--- src/rtl/adc_trig_pkg.sv ---
package adc_trig_pkg;
  localparam int SEL_W = 3;
  localparam logic [SEL_W-1:0] SEL_PIN_DIRECT = 3'b100;
  localparam logic [SEL_W-1:0] SEL_PIN_INVERT = 3'b101;

  typedef struct packed {
    logic samp;  // sampling instant, starts conversion
    logic acq;   // acquisition start (dual-edge mode only)
  } strobe_evt_t;
endpackage

--- src/rtl/pin_sync.sv ---
module pin_sync #(
  parameter int STAGES = 2
) (
  input  logic clk_i,
  input  logic rst_ni,
  input  logic d_i,
  output logic q_o
);
  logic [STAGES-1:0] sync_q;

  for (genvar g = 0; g < STAGES; g++) begin : g_stage
    if (g == 0) begin : g_first
      always_ff @(posedge clk_i or negedge rst_ni)
        if (!rst_ni) sync_q[0] <= 1'b0;
        else         sync_q[0] <= d_i;
    end else begin : g_next
      always_ff @(posedge clk_i or negedge rst_ni)
        if (!rst_ni) sync_q[g] <= 1'b0;
        else         sync_q[g] <= sync_q[g-1];
    end
  end

  assign q_o = sync_q[STAGES-1];
endmodule

--- src/rtl/strobe_edge.sv ---
module strobe_edge
  import adc_trig_pkg::*;
(
  input  logic              clk_i,
  input  logic              rst_ni,
  input  logic              lvl_i,
  input  logic [SEL_W-1:0]  sel_i,
  output logic              active_o,
  output strobe_evt_t       evt_o
);
  logic lvl_q, rise, fall, direct, invert;

  always_ff @(posedge clk_i or negedge rst_ni)
    if (!rst_ni) lvl_q <= 1'b0;
    else         lvl_q <= lvl_i;

  // edges taken on the raw synced pin so a select change makes no false edge
  assign rise   = lvl_i & ~lvl_q;
  assign fall   = ~lvl_i & lvl_q;
  assign direct = (sel_i == SEL_PIN_DIRECT);
  assign invert = (sel_i == SEL_PIN_INVERT);

  assign active_o  = direct | invert;
  assign evt_o.samp = (direct & rise) | (invert & fall);
  assign evt_o.acq  = (direct & fall) | (invert & rise);
endmodule

--- src/rtl/trig_seq.sv ---
module trig_seq
  import adc_trig_pkg::*;
(
  input  logic        clk_i,
  input  logic        rst_ni,
  input  logic        active_i,
  input  strobe_evt_t evt_i,
  input  logic        dual_i,
  input  logic        busy_i,
  output logic        acq_en_o,
  output logic        start_o
);
  logic start_q, acq_q, acq_d;

  assign acq_d = active_i & dual_i & (evt_i.acq | (acq_q & ~evt_i.samp));

  always_ff @(posedge clk_i or negedge rst_ni)
    if (!rst_ni) begin
      start_q <= 1'b0;
      acq_q   <= 1'b0;
    end else begin
      start_q <= evt_i.samp & ~busy_i;
      acq_q   <= acq_d;
    end

  assign start_o  = start_q;
  assign acq_en_o = acq_q | start_q;
endmodule

--- src/rtl/adc_strobe_trig.sv ---
module adc_strobe_trig
  import adc_trig_pkg::*;
#(
  parameter int SYNC_STAGES = 2
) (
  input  logic             clk_i,
  input  logic             rst_ni,
  input  logic             pin_i,
  input  logic [SEL_W-1:0] trig_sel_i,
  input  logic             dual_edge_i,
  input  logic             conv_busy_i,
  output logic             acq_en_o,
  output logic             conv_start_o
);
  logic        pin_sync_lvl;
  logic        src_active;
  strobe_evt_t evt;

  pin_sync #(.STAGES(SYNC_STAGES)) u_sync (
    .clk_i (clk_i),
    .rst_ni(rst_ni),
    .d_i   (pin_i),
    .q_o   (pin_sync_lvl)
  );

  strobe_edge u_edge (
    .clk_i   (clk_i),
    .rst_ni  (rst_ni),
    .lvl_i   (pin_sync_lvl),
    .sel_i   (trig_sel_i),
    .active_o(src_active),
    .evt_o   (evt)
  );

  trig_seq u_seq (
    .clk_i   (clk_i),
    .rst_ni  (rst_ni),
    .active_i(src_active),
    .evt_i   (evt),
    .dual_i  (dual_edge_i),
    .busy_i  (conv_busy_i),
    .acq_en_o(acq_en_o),
    .start_o (conv_start_o)
  );
endmodule

--- config.mk ---
export PLATFORM = sky130hd
export DESIGN_NAME = adc_strobe_trig
export DESIGN_NICKNAME = d
export VERILOG_FILES = /design/src/rtl/adc_trig_pkg.sv /design/src/rtl/pin_sync.sv /design/src/rtl/strobe_edge.sv /design/src/rtl/trig_seq.sv /design/src/rtl/adc_strobe_trig.sv
export SDC_FILE = /design/constraint.sdc
export NUM_CORES = 1
export LEC_CHECK = 0
export BUFFER_PORTS_ARGS = -buffer_cell sky130_fd_sc_hd__clkbuf_2
export CAP_MARGIN = 20
export CELL_PAD_IN_SITES_DETAIL_PLACEMENT = 0
export CELL_PAD_IN_SITES_GLOBAL_PLACEMENT = 1
export CORE_AREA = 5 5 42 44
export CTS_CLUSTER_SIZE = 25
export DETAILED_ROUTE_END_ITERATION = 10
export DIE_AREA = 0 0 47 49
export PLACE_DENSITY_LB_ADDON = 0.1
export SLEW_MARGIN = 20
export SYNTH_ARGS = -nofsm -noshare
export SYNTH_HDL_FRONTEND = slang
export SYNTH_SLANG_ARGS = --single-unit
--- constraint.sdc ---
create_clock -name clk_i -period 1 [get_ports clk_i]
set_clock_uncertainty 0.1 [all_clocks]
set_input_delay 0.05 -clock clk_i [delete_from_list [all_inputs] [get_ports clk_i]]
set_output_delay 0.05 -clock clk_i [all_outputs]
set_load 0.01 [all_outputs]
# Word-level counts from Yosys, hierarchy flattened
# Cells that the tools add are included.
[totals] mem_bits_rw=0 latchBits=0 elab_cells=26 romBits=0 n_memories=0 reg_bits=5 out_inout_bits=2 in_bits=8
[classes] bitwise=19 reduce_logical=0 n_eq_ne=2 div_mod_pow=0 n_addsub=0 n_lt_le_gt_ge=0 n_mux=0 mul=0 shifts=0
[ops] op="$and A1 B1 Y1" n=10
[ops] op="$eq A3 B3 Y1 const B" n=2
[ops] op="$or A1 B1 Y1" n=5
[ops] op="$not A1 Y1" n=4

# Depth between registers and ports, before layout
# Gate-level depths: netlist of the first run.
[depth] depth_word=8 depth_mapped=3 mapped_depth_nobuf=3

# By module
# From an unflattened synthesis of the first run, not the netlist that was laid out.
[hier_totals] cells_unflattened=17 hier_area_um2=206.4
[modules_own_cells] mod="trig_seq" area_each_um2=78.8 n_inst=1 seq_area_each_um2=50.0 cells_each=6
[modules_own_cells] mod="strobe_edge" area_each_um2=77.6 n_inst=1 seq_area_each_um2=25.0 cells_each=9
[modules_own_cells] mod="pin_sync" area_each_um2=50.0 n_inst=1 seq_area_each_um2=50.0 cells_each=2

# Worst setup path after synthesis of the first run
# No wires, ideal clock.
[synth_timing] kind="reg-to-reg" startpoint="register u_sync.sync_q[1], in the netlist u_sync.q_o" endpoint="register u_seq.start_q, in the netlist u_seq.start_o" path_stages_with_launch=4 setup_time_ns=0.095 synth_period_minus_slack_ns=1.010 path_buffers=0 required_ns=0.805 setup_slack_ns=-0.010 arrival_time_ns=0.815 cell_sequence="dfrtp_1 and3b_1 a21oi_1 nor4b_2"
[synth_via] elab_chain_len=5 elab_cells_between_ends=7 classes_between="bitwise (7)"
[synth_lines] element="start: declaration" line="pin_sync.sv:9" text="logic [STAGES-1:0] sync_q;"
[synth_lines] element="start signal: indexed assignment" line="pin_sync.sv:19" text="else sync_q[g] <= sync_q[g-1];"
[synth_lines] element="$not A1 Y1" line="strobe_edge.sv:19" text="assign fall = ~lvl_i & lvl_q;"
[synth_lines] element="$and A1 B1 Y1" line="strobe_edge.sv:19"
[synth_lines] element="$and A1 B1 Y1" line="strobe_edge.sv:24" text="assign evt_o.samp = (direct & rise) | (invert & fall);"
[synth_lines] element="$or A1 B1 Y1 *" line="strobe_edge.sv:24"
[synth_lines] element="$and A1 B1 Y1 *" line="trig_seq.sv:22" text="start_q <= evt_i.samp & ~busy_i;"
[synth_lines] element="end signal: assignment" line="trig_seq.sv:22"
[synth_lines] element="end: declaration" line="trig_seq.sv:13" text="logic start_q, acq_q, acq_d;"
# Mark *: on every way between the ends. The rest lies on a longest branch, timed or not.

# Worst setup path in the final report of the first run
[layout_timing] startpoint="register u_seq.start_q, in the netlist u_seq.start_o" endpoint="output acq_en_o"
[layout_via] elab_chain_len=1
[layout_lines] element="$or A1 B1 Y1" line="trig_seq.sv:27" text="assign acq_en_o = acq_q | start_q;"
[layout_lines] element="end: declaration" line="adc_strobe_trig.sv:12" text="output logic acq_en_o,"
# No other way between the ends.

==> impl_metrics.ini, run 1 <==
[synthesis]
synth-compound-area-share_pct = 10.8
yosysUniqueCellTypes = 10
synth_nets = 24
syn_inst = 16
synth_top_family_by_area = simple AND/OR/NAND/NOR gates
synth_simple_gate_area_share_pct = 28.9
synth_top_cell_area_share_pct = 60.2
seq_area_frac_synth_pct = 60.2
syn-cell-area_um2 = 208
synth-xor-area-share_pct = 0
synth_area_per_cell_um2 = 13.0
ys_seq_elements = 5
synth_area_leaders = dfrtp_1 60%, nand3b_1 7.2%, nor4b_2 7.2%
synth_top_cell_by_area = dfrtp_1
synth-adder-area-share_pct = 0
synthMuxAreaShare_pct = 0
yosysWarnings = 0

[placement]
gp_congestion = 0.551
port_buffers = 9
place_worst_setup_slack_ns = -0.0940
dpl.cell_count = 42

[critical_path]
cp_max_fo = 2
path_class = flop to output port
crit_path_end_kind = output port
crit_arrival_ns = 0.98
startpoint_type = flop
cpMaxStageDelayCell = dfrtp_1
slowest_delay_ns = 0.37
required_ns = 0.85
crit_chain = or2_4 -> buf_6

[sta]
worst_slew_pin_slew_ns = 0.212
finalSetupViolCount = 3
finalHoldViolCount = 0
worst_hold_slack_ns = 0.0424
max_freq_ghz = 0.888
period_share_pct = 113
setup_slack_ns = -0.126
rsz0062_at_grt = true
maxSlewHeadroom_pct = 85.8
min_period_ns = 1.13
maxSlewViolCount = 0

[floorplan]
die_y_um = 49
initial_core_util_pct = 14.8
coreArea_um2 = 1400
die_x_um = 47
std_cell_rows = 14
die_area_um2 = 2300
ioPinCount = 10

[global_route]
grt_start_max_net_pins = 6
grt_pass1_vias = 191
grt_pass1_wl_um = 717
antenna_found_initial = 0
grt_use_total_pct = 4.67
grt_overflow = 0

[final_layout]
regArea_um2 = 125
fillers = 160
stdcell_count = 53
antenna_cells = 0
utilization_pct = 27.6
nets = 46
drive_gt1_share_pct = 45.9
syn_to_final_growth_pct = 86.1
multi_input_area_um2 = 85.1

[route]
drt-initial-drc-count = 1
postRouteAntennaNets = 0
viasPerCell = 3.57
drt_first_pass_iters = 2
drc = 0
vias = 189
wire_per_inst_um = 9.02
drt_wl_total_um = 478

[power_and_ir_drop]
powerDensity_nw_per_um2 = 1330
finalPower_mw = 0.513
p_leak_nw = 0.185
vdd_drop_max_uv = 609

[run_status]
violations = setup timing
status = complete, but fails checks

[clock_network]
htree_levels = 1
clk-insertion-delay-late_ns = 0.24
cts_tree = built
cts_buffers = 3
cts.sinks = 5
clockBufferDepth = 2
ctsRootBufferMaster = clkbuf_4
clk_pin_slew_ns = 0.04

[worst_hold_path]
hold_class = primary input to flop

[run]
maxCapViolCount = 0
[power breakdown]
group	switching (mW)	total (mW)	internal, mW
sequential	0.00562	0.217	0.211
clock	0.0780	0.229	0.151
combinational	0.0233	0.0681	0.0447
[area by class of cell]
type / count / share of cell area (%)
clock buffers: 4 / 6.80
multi-input cells: 11 / 22.0
flip-flops and latches: 5 / 32.4
well taps: 16 / 5.18
repair buffers: 17 / 33.7
[final timing paths]
| path | startpoint | end | slack, ns | depth (start not counted) |
|---|---|---|---|---|
| worst max register to register | u_sync.q_o | u_seq.start_o | -0.08 | 3 |
| min in group asynchronous | rst_ni | u_seq.acq_q | 0.05 | 2 |
| worst min register to register | u_sync.sync_q[0] | u_sync.q_o | 0.24 | 0 |
| worst max-delay path | u_seq.start_o | acq_en_o | -0.13 | 2 |
| worst min-delay path | trig_sel_i[0] | u_seq.acq_q | 0.04 | 3 |
| max in group asynchronous | rst_ni | u_sync.sync_q[0] | 0.61 | 2 |
[per-stage QoR]
stage | TNS, ns | instance area (µm²)
after detailed placement | -0.128 | 280
final | -0.277 | 387
after CTS | -0.305 | 380
after global placement | -0.144 | 280
after global routing | -0.441 | 387
after floorplan | -0.00984 | 208
[registers in the layout (all words and copies together), names as in the netlist]
signal,flops
u_seq.start_o,1
u_sync.sync_q,1
u_seq.acq_q,1
u_sync.q_o,1
u_edge.lvl_q,1
[cell families (layout without fill, tap and decap cells)]
family | after synthesis | in the layout
simple gates | 8 | 8
flops | 5 | 5
compound gates | 3 | 3
buf+inv | 0 | 21
[metal layers]
layer	wire length (µm)	part of all wire [%]	track usage [%]
met4	0	0	4.15
met5	0	0	0
met1	168	35	4.01
met2	288	60	7.47
met3	21	4.4	2.21
[synth_stat cells]
master,n
nor4b_2,1
dfrtp_1,5
a211o_1,1
nor2_1,2
a21oi_1,1
or2b_1,1
nand3b_1,2
and3b_1,1
a21oi_2,1
or2_2,1
[worst max-delay path, delay by kind of cell (launching register included)]
family,cells,cell delay (ns)
AND/OR/NAND/NOR,1,0.25
buffers and inverters,1,0.12
flip-flops,1,0.37
[what timing repair did]
| action | 4_1_cts | 5_1_grt |
|---|---|---|
| resized for setup | 2 | 2 |
| setup endpoints to repair | 3 | 3 |
| hold buffers | 6 | 0 |
| hold endpoints to repair | 8 | 0 |
| buffers inserted | 1 | 0 |
| gates cloned | 0 | 0 |
| pin swaps | 3 | 2 |
[cell usage in the layout (no fill, tap or decap), drive strengths merged]
cell type	count
nor2	2
clkbuf	12
nand3b	2
dfrtp	5
a21oi	2
and3b	1
buf	3
a211o	1
dlygate4sd3	6
nor4b	1
or2	1
or2b	1
Note: power is estimated with default switching activity, not from simulation.
==> run 2: changes to the inputs <==
--- a/config.mk
+++ b/config.mk
@@ -14,6 +14,7 @@
 export DETAILED_ROUTE_END_ITERATION = 10
 export DIE_AREA = 0 0 47 49
 export PLACE_DENSITY_LB_ADDON = 0.1
+export REMOVE_ABC_BUFFERS = 1
 export SLEW_MARGIN = 20
 export SYNTH_ARGS = -nofsm -noshare
 export SYNTH_HDL_FRONTEND = slang
==> constraint.sdc (replaced) <==
create_clock -name clk_i -period 1.5 [get_ports clk_i]
set_clock_uncertainty 0.1 [all_clocks]
set_input_delay 0.075 -clock clk_i [delete_from_list [all_inputs] [get_ports clk_i]]
set_output_delay 0.075 -clock clk_i [all_outputs]
set_load 0.01 [all_outputs]
==> impl_metrics.ini, run 2 (same netlist as run 1, synthesis figures left out) <==
[run_status]
status = finished clean

[sta]
setup-tns-final_ns = 0
max_freq_ghz = 0.681
rsz0062_at_grt = false
finalHoldViolCount = 0
maxSlewViolCount = 0
worst_slew_pin_slew_ns = 0.201
period_share_pct = 97.9
worst_hold_slack_ns = 0.0126
finalSetupViolCount = 0
min_period_ns = 1.47
maxSlewHeadroom_pct = 86.6

[worst_hold_path]
hold_class = primary input to flop

[global_route]
gr-usage-met2_pct = 5.66
grt_pass1_wl_um = 738
grt_pass1_vias = 193
grt_util_met1_pct = 6.05
grt_overflow = 0
grtUsageMet3_pct = 1.11
antenna_found_initial = 0
grt-busiest-layer = met1
grt_use_total_pct = 4.75
grt_start_max_net_pins = 6

[floorplan]
initial_core_util_pct = 14.8
die_x_um = 47
die_y_um = 49
die_area_um2 = 2300
ioPinCount = 10
coreArea_um2 = 1400
std_cell_rows = 14

[clock_network]
postCtsResizedCells = 0
clockBufferDepth = 2
cts_tree = built
ctsRootBufferMaster = clkbuf_4
clk_pin_slew_ns = 0.04
clk-insertion-delay-late_ns = 0.24
hold_buffers = 6
cts_buffers = 3
cts_setup_buffers = 0
htree_levels = 1
cts.sinks = 5

[final_layout]
mostFrequentLayoutCell = clkbuf_2
nets = 44
final_cell_mix = 9 x clkbuf_2, 6 x dlygate4sd3_1, 5 x dfrtp_1, 3 x clkbuf_4
drive_gt1_share_pct = 42.9
fillers = 161
antenna_cells = 0
utilization_pct = 25.6
syn_to_final_growth_pct = 72.9

[critical_path]
path_class = primary input to flop
required_ns = 1.57
crit_path_end_kind = flop
crit_arrival_ns = 1.54
startpoint_type = primary input
cp_max_fo = 2

[placement]
dp_hpwl_um = 366
gp_congestion = 0.578
port_buffers = 9

[power_and_ir_drop]
vdd_drop_max_uv = 282
p_leak_nw = 0.171
powerDensity_nw_per_um2 = 940
finalPower_mw = 0.338

[run]
maxCapViolCount = 0

[route]
drt_first_pass_iters = 1
drc = 0
drt_wl_total_um = 452
postRouteAntennaNets = 0
drt-initial-drc-count = 0
viasPerCell = 3.55
vias = 181
wire_per_inst_um = 8.86
-- run 2: cell types whose count changed in the layout (fill, tap and decap cells not counted) --
cell / before / now
buf_6: 2 / 0
buf_4: 1 / 0
clkbuf_2: 8 / 9
or2_4: 1 / 0
or2_2: 0 / 1
-- run 2: through the flow --
| step | instance area, µm² | instances | worst slack, ns |
|---|---|---|---|
| final | 359 | 51 | 0.0311 |
| after global routing | 359 | 51 | 0.00704 |
| after CTS | 359 | 51 | 0.0298 |
| after detailed placement | 273 | 41 | 0.390 |
| after global placement | 273 | 41 | 0.426 |
| after floorplan | 208 | 16 | 0.490 |
-- run 2: cell type report --
cell class	instances	area, µm²	share of cell area, %
Clock buffer	4	26.3	7.32
Multi-Input combinational cell	11	82.6	23.0
Timing Repair Buffer	15	105	29.3
Tap cell	16	20.0	5.57
Sequential cell	5	125	34.8
-- run 2: metal layers --
metal | up-vias | routed length, µm
met5 | - | 0
met4 | 0 | 0
met3 | 0 | 21
met2 | 3 | 237
met1 | 81 | 192
li1 | 97 | -
-- run 2: worst paths after layout --
kind | startpoint | depth (start not counted) | slack [ns] | endpoint
worst max-delay path | trig_sel_i[1] | 5 | 0.03 | u_seq.acq_q
worst min-delay path | trig_sel_i[2] | 2 | 0.01 | u_seq.start_o
worst max register to register | u_sync.q_o | 3 | 0.41 | u_seq.start_o
worst min register to register | u_sync.sync_q[0] | 0 | 0.25 | u_sync.q_o
max in group asynchronous | rst_ni | 2 | 1.09 | u_edge.lvl_q
min in group asynchronous | rst_ni | 2 | 0.08 | u_seq.start_o
-- run 2: power by group --
group          switching [mW]  internal (mW)
logic                  0.0142         0.0247
registers             0.00414          0.141
clock network          0.0534          0.100
-- run 2: critical path, stage by stage --
cell and delay (ns):
dlygate4sd3_1 0.53, clkbuf_2 0.12, nand3b_1 0.14, dlygate4sd3_1 0.56
a21oi_2 0.11
